`src/rtl/mfr_pkg.sv`:
```
package mfr_pkg;

    typedef enum logic [1:0] {
        FS_IDLE = 2'd0,
        FS_CMD  = 2'd1,
        FS_WAIT = 2'd2
    } fetch_state_e;

    function automatic int unsigned ptr_width(int unsigned depth);
        return (depth <= 1) ? 1 : $clog2(depth);
    endfunction

    function automatic int unsigned level_width(int unsigned depth);
        return $clog2(depth + 1);
    endfunction

endpackage

```
`src/rtl/mfr_level_ctrl.sv`:
```
module mfr_level_ctrl
    import mfr_pkg::*;
#(
    parameter int unsigned DEPTH     = 16,
    parameter int unsigned RD_THRESH = 4,
    parameter int unsigned BASE      = 8,
    parameter int unsigned AW        = 16,
    localparam int unsigned LW       = level_width(DEPTH),
    localparam int unsigned PW       = ptr_width(DEPTH)
) (
    input  logic          clk,
    input  logic          rst,
    input  logic          wr_log,
    input  logic          rd_stb,
    output logic [LW-1:0] level,
    output logic          readable,
    output logic [AW-1:0] rd_addr
);
    localparam logic [LW-1:0] THR  = LW'(RD_THRESH);
    localparam logic [PW-1:0] LAST = PW'(DEPTH - 1);

    logic [PW-1:0] rd_ptr;

    always_ff @(posedge clk) begin
        if (rst) begin
            rd_ptr <= '0;
        end else if (rd_stb) begin
            rd_ptr <= (rd_ptr == LAST) ? '0 : rd_ptr + 1'b1;
        end
    end

    always_ff @(posedge clk) begin
        if (rst) begin
            level <= '0;
        end else begin
            unique case ({wr_log, rd_stb})
                2'b10:   level <= level + 1'b1;
                2'b01:   level <= level - 1'b1;
                default: level <= level;
            endcase
        end
    end

    assign readable = (level > THR);
    assign rd_addr  = AW'(BASE) + AW'(rd_ptr);

endmodule

```
`src/rtl/mfr_fetch.sv`:
```
module mfr_fetch
    import mfr_pkg::*;
#(
    parameter int unsigned AW = 16
) (
    input  logic          clk,
    input  logic          rst,
    input  logic          readable,
    input  logic          hold_free,
    input  logic [AW-1:0] rd_addr,
    output logic          cmd_valid,
    input  logic          cmd_ready,
    output logic [AW-1:0] cmd_addr,
    input  logic          rsp_valid,
    output logic          rsp_ready,
    output logic          load
);
    fetch_state_e state, state_nx;

    always_comb begin
        state_nx = state;
        unique case (state)
            FS_IDLE: if (readable && hold_free) state_nx = FS_CMD;
            FS_CMD:  if (cmd_ready)             state_nx = FS_WAIT;
            FS_WAIT: if (load)                  state_nx = FS_IDLE;
            default:                            state_nx = FS_IDLE;
        endcase
    end

    always_ff @(posedge clk) begin
        if (rst) state <= FS_IDLE;
        else     state <= state_nx;
    end

    assign cmd_valid = (state == FS_CMD);
    assign cmd_addr  = rd_addr;
    assign rsp_ready = (state == FS_WAIT) && hold_free;
    assign load      = rsp_valid && rsp_ready;

endmodule

```
`src/rtl/mfr_hold.sv`:
```
module mfr_hold #(
    parameter int unsigned DW = 32
) (
    input  logic          clk,
    input  logic          rst,
    input  logic          load,
    input  logic [DW-1:0] load_data,
    output logic          src_valid,
    input  logic          src_ready,
    output logic [DW-1:0] src_data,
    output logic          consume,
    output logic          free
);
    logic          full;
    logic [DW-1:0] word;

    always_ff @(posedge clk) begin
        if (rst) begin
            full <= 1'b0;
        end else if (load) begin
            full <= 1'b1;
        end else if (consume) begin
            full <= 1'b0;
        end
    end

    always_ff @(posedge clk) begin
        if (load) word <= load_data;
    end

    assign consume   = full && src_ready;
    assign free      = !full;
    assign src_valid = full;
    assign src_data  = word;

endmodule

```
`src/rtl/mfr_stream_reader.sv`:
```
module mfr_stream_reader
    import mfr_pkg::*;
#(
    parameter int unsigned DEPTH     = 16,
    parameter int unsigned RD_THRESH = 4,
    parameter int unsigned BASE      = 8,
    parameter int unsigned AW        = 16,
    parameter int unsigned DW        = 32,
    localparam int unsigned LW       = level_width(DEPTH)
) (
    input  logic          clk,
    input  logic          rst,
    input  logic          wr_log,
    output logic [LW-1:0] level,
    output logic          readable,
    output logic          cmd_valid,
    input  logic          cmd_ready,
    output logic [AW-1:0] cmd_addr,
    input  logic          rsp_valid,
    output logic          rsp_ready,
    input  logic [DW-1:0] rsp_data,
    output logic          src_valid,
    input  logic          src_ready,
    output logic [DW-1:0] src_data
);
    logic [AW-1:0] rd_addr;
    logic          rd_stb;
    logic          hold_free;
    logic          load;

    mfr_level_ctrl #(
        .DEPTH(DEPTH), .RD_THRESH(RD_THRESH), .BASE(BASE), .AW(AW)
    ) u_ctrl (
        .clk(clk), .rst(rst), .wr_log(wr_log), .rd_stb(rd_stb),
        .level(level), .readable(readable), .rd_addr(rd_addr)
    );

    mfr_fetch #(.AW(AW)) u_fetch (
        .clk(clk), .rst(rst), .readable(readable), .hold_free(hold_free),
        .rd_addr(rd_addr), .cmd_valid(cmd_valid), .cmd_ready(cmd_ready),
        .cmd_addr(cmd_addr), .rsp_valid(rsp_valid), .rsp_ready(rsp_ready),
        .load(load)
    );

    mfr_hold #(.DW(DW)) u_hold (
        .clk(clk), .rst(rst), .load(load), .load_data(rsp_data),
        .src_valid(src_valid), .src_ready(src_ready), .src_data(src_data),
        .consume(rd_stb), .free(hold_free)
    );

endmodule

```
`config.mk`:
```
export PLATFORM = sky130hd
export DESIGN_NAME = mfr_stream_reader
export DESIGN_NICKNAME = d
export VERILOG_FILES = /design/src/rtl/mfr_pkg.sv /design/src/rtl/mfr_level_ctrl.sv /design/src/rtl/mfr_fetch.sv /design/src/rtl/mfr_hold.sv /design/src/rtl/mfr_stream_reader.sv
export SDC_FILE = /design/constraint.sdc
export NUM_CORES = 1
export LEC_CHECK = 0
export BUFFER_PORTS_ARGS = -buffer_cell sky130_fd_sc_hd__buf_4
export CORE_MARGIN = 2
export CORE_UTILIZATION = 40
export DETAILED_ROUTE_END_ITERATION = 7
export PLACE_DENSITY = 0.81
export RECOVER_POWER = 25
export SLEW_MARGIN = 20
export SYNTH_ARGS = -nofsm -noshare
export SYNTH_HDL_FRONTEND = slang
export SYNTH_SLANG_ARGS = --single-unit
```
`constraint.sdc`:
```
create_clock -name clk -period 6.3 [get_ports clk]
set_clock_uncertainty 0.1 [all_clocks]
set_input_delay 0 -clock clk [delete_from_list [all_inputs] [get_ports clk]]
set_output_delay 0 -clock clk [all_outputs]
set_load 0.03 [all_outputs]
```
==> flow_metrics.env <==
export IMPL_wl_per_cell_um=15.9
export IMPL_ys_ff_latch=44
export IMPL_worstPathArrival_ns=2.62
export IMPL_drt_total_wl_um=4930
export IMPL_cp_end_kind="register"
export IMPL_core_area_um2=4350
export IMPL_r2r_cells=9
export IMPL_drc=0
export IMPL_rsz0062_at_grt="no"
export IMPL_io_pins=95
export IMPL_io_buffers=83
export IMPL_fillerInstances=303
export IMPL_synth_cell_type_count=35
export IMPL_crit_required_ns=6.37
export IMPL_path_buf_inv=1
export IMPL_vias=1454
export IMPL_crit_family="compound AO/OA/AOI/OAI gates"
export IMPL_final_core_util_pct=65.6
export IMPL_timing_final_crit_share_pct=40.4
export IMPL_synthCells=138
export IMPL_drv_slew=0
export IMPL_antenna_found_initial=0
export IMPL_dr_pass1_iters=4
export IMPL_drive_gt1_share_pct=35.9
export IMPL_clockRootBuffer="clkbuf_8"
export IMPL_r2r_setup_slack_ns=3.75
export IMPL_synth_top_cell_area_share_pct=53.4
export IMPL_synth_area_leaders="edfxtp_1 (53%), dfxtp_1 (13%), buf_4 (5.0%)"
export IMPL_start_kind="register"
export IMPL_fmax_ghz=0.393
export IMPL_fin_nets=302
export IMPL_cp_depth=9
export IMPL_clk_pin_slew_ns=0.08
export IMPL_first_global_vias=1474
export IMPL_yosys_area_share_adder_pct=3.47
export IMPL_initial_core_util_pct=41.4
export IMPL_power_density_nw_per_um2=189
export IMPL_yosys_warnings=0
export IMPL_grt_pass1_wl_um=7580
export IMPL_synthSimpleGateAreaFrac_pct=10.3
export IMPL_die_h_um=71.1
export IMPL_finalSetupViolCount=0
export IMPL_r2r_start="u_hold.src_valid$_SDFFE_PP0P_"
export IMPL_synth_compound_area_share_pct=7.99
export IMPL_design_area_um2=2860
export IMPL_hold_viol=0
export IMPL_tritoncts="done"
export IMPL_hp_class="input pin to register"
export IMPL_gr_usage_all_layers_pct=20.1
export IMPL_path_cells="nand2_1 > inv_1 > ha_1 > xor2_1 > ha_1 > o21ai_0 > a21oi_1 > o32ai_1 > mux2_1"
export IMPL_status="finished, final reports clean"
export IMPL_slowest_stage="dfxtp_1"
export IMPL_r2r_end="u_ctrl.level[4]$_SDFFE_PP0P_"
export IMPL_avgSynthCellArea_um2=13.0
export IMPL_synth_xor_area_share_pct=1.95
export IMPL_drt_iter0_drc=116
export IMPL_worstSetupPathType="register to register"
export IMPL_tns_ns=0
export IMPL_cts_made_buffers=5
export IMPL_maxCapViolCount=0
export IMPL_crit_path_max_incr_delay_ns=0.45
export IMPL_grt_max_degree=33
export IMPL_yosysSeqAreaShare_pct=66.7
export IMPL_insertion_delay_ns=0.29
export IMPL_endpoint="u_ctrl.level[4]$_SDFFE_PP0P_"
export IMPL_die_area_um2=5050
export IMPL_dieWidth_um=71.1
export IMPL_place_area_um2=2420
export IMPL_synth_top_family_by_area="simple AND/OR/NAND/NOR gates"
export IMPL_muxShareOfSynthArea_pct=1.74
export IMPL_fin_total_pwr_uw=538
export IMPL_syn2layout_area_growth_pct=58.6
export IMPL_cts_sinks=44
export IMPL_rows=24
export IMPL_min_period_ns=2.55
export IMPL_vdd_ir_drop_max_v=0.000118
export IMPL_ant_nets=0
export IMPL_holdWs_ns=0.0470
export IMPL_antenna_cells=0
export IMPL_cp_common_cell="ha_1"
export IMPL_syn_cell_area_um2=1800
export IMPL_cts_resized=0
export IMPL_startpoint="u_hold.src_valid$_SDFFE_PP0P_"
export IMPL_grt_overflow_total=0
export IMPL_viasPerCell=4.68
export IMPL_finalWeightedCongestion=0.823
export IMPL_dp_final_hpwl_um=2800
export IMPL_htree_levels=2
export IMPL_crit_fanout=9
export IMPL_leakage_uw=0.00123
export IMPL_cts_path_max_buffers=2
export IMPL_yosys_area_top_type="edfxtp_1"
## flip-flops by register name, indices dropped and copies added (netlist names)
| signal | count |
|---|---|
| u_ctrl.level | 5 |
| u_ctrl.rd_ptr | 4 |
| u_fetch.state | 2 |
| u_hold.src_data | 32 |
| u_hold.src_valid | 1 |
## report_power, final
part	internal, µW	total [µW]	switching, µW	leakage, µW
registers	311	314	2.96	0.000385
clock network	75.4	163	87.8	0.0000410
logic	33.0	60.8	27.7	0.000807
total	420	538	119	0.00123
## worst reg2reg max path: cells and delay by family, from the launching register on
kind / cells / cell delay [ns]
XOR/XNOR: 1 / 0.12
multiplexers: 1 / 0.35
AND/OR/NAND/NOR: 1 / 0.15
flip-flops: 1 / 0.45
adder cells (fa/ha/maj): 2 / 0.57
AO/OA/AOI/OAI: 3 / 0.58
buffers and inverters: 1 / 0.12
## cell families (layout without fill, tap and decap cells)
kind of cell    after synthesis  after routing
flops                        44             44
simple gates                 36             36
compound gates               23             23
buf+inv                      22            133
fa+ha+maj                     5              5
xor+xnor                      4              4
mux                           3              3
other cells                   1             11
## metrics by stage
step / worst slack (ns) / cells
after global placement: 3.92 / 268
after floorplan: 3.72 / 148
after global routing: 3.55 / 311
after detailed placement: 3.83 / 268
final: 3.75 / 311
after CTS: 3.80 / 311
## synthesized netlist by cell type (all sizes together)
| library cell | n |
|---|---|
| nand3 | 2 |
| inv | 6 |
| a311oi | 1 |
| dfxtp | 12 |
| a2bb2oi | 1 |
| a311o | 1 |
| nor2b | 4 |
| nor3b | 2 |
| or3 | 2 |
| o32ai | 1 |
| and3b | 1 |
| nand2 | 8 |
| o31ai | 1 |
| mux2i | 2 |
| xnor2 | 1 |
| nor3 | 2 |
| a21oi | 10 |
| a31oi | 1 |
| ha | 5 |
| a2111oi | 1 |
| buf | 15 |
| nor2 | 12 |
| conb | 1 |
| edfxtp | 32 |
| mux2 | 1 |
| o21ai | 5 |
| and2b | 1 |
| clkbuf | 1 |
| nand2b | 2 |
| a21o | 1 |
| xor2 | 3 |
## cell type report
cell class / instances / area (µm²) / area share, %
Clock buffer: 6 / 72.6 / 2.54
Tap cell: 52 / 65.1 / 2.28
Sequential cell: 44 / 1200 / 42.1
Inverter: 6 / 22.5 / 0.789
Multi-Input combinational cell: 82 / 502 / 17.6
Clock inverter: 1 / 5.00 / 0.175
Timing Repair Buffer: 120 / 987 / 34.6
## cell usage in the layout, fill, tap and decap left out, types with 4 or more instances in the layout
| cell type | synthesis | final |
|---|---|---|
| a21oi_1 | 10 | 10 |
| nor2_1 | 12 | 11 |
| buf_4 | 12 | 54 |
| inv_1 | 6 | 6 |
| clkbuf_8 | 0 | 5 |
| clkbuf_4 | 0 | 29 |
| nand2_1 | 8 | 8 |
| conb_1 | 1 | 11 |
| dfxtp_1 | 12 | 12 |
| dlygate4sd3_1 | 0 | 36 |
| ha_1 | 5 | 5 |
| o21ai_0 | 4 | 4 |
| edfxtp_1 | 32 | 32 |
## worst min path at each step
stage                                         end    startpoint  cells past startpoint
finish              u_hold.src_valid$_SDFFE_PP0P_     rsp_valid                      5
global route        u_hold.src_valid$_SDFFE_PP0P_     rsp_valid                      5
CTS                 u_hold.src_valid$_SDFFE_PP0P_     rsp_valid                      5
detailed placement  u_hold.src_data[31]$_DFFE_PP_  rsp_data[31]                      1
global placement     u_hold.src_data[3]$_DFFE_PP_   rsp_data[3]                      1
floorplan            u_hold.src_data[0]$_DFFE_PP_   rsp_data[0]                      0
## per-layer routing
layer	wire (µm)	track usage (%)	part of all wire [%]	vias up
li1	-	-	-	709
met1	2020	23.9	41	667
met2	2420	34.0	49	74
met3	438	6.84	8.9	4
met4	55	6.92	1.1	0
met5	0	0	0	-
## timing repair
action | 4_1_cts | 5_1_grt
hold buffers | 36 | 0
endpoints found under the setup margin | 0 | 0
buffers inserted | 0 | 0
hold endpoints to repair | 42 | 0
(Power assumes the default switching activity.)
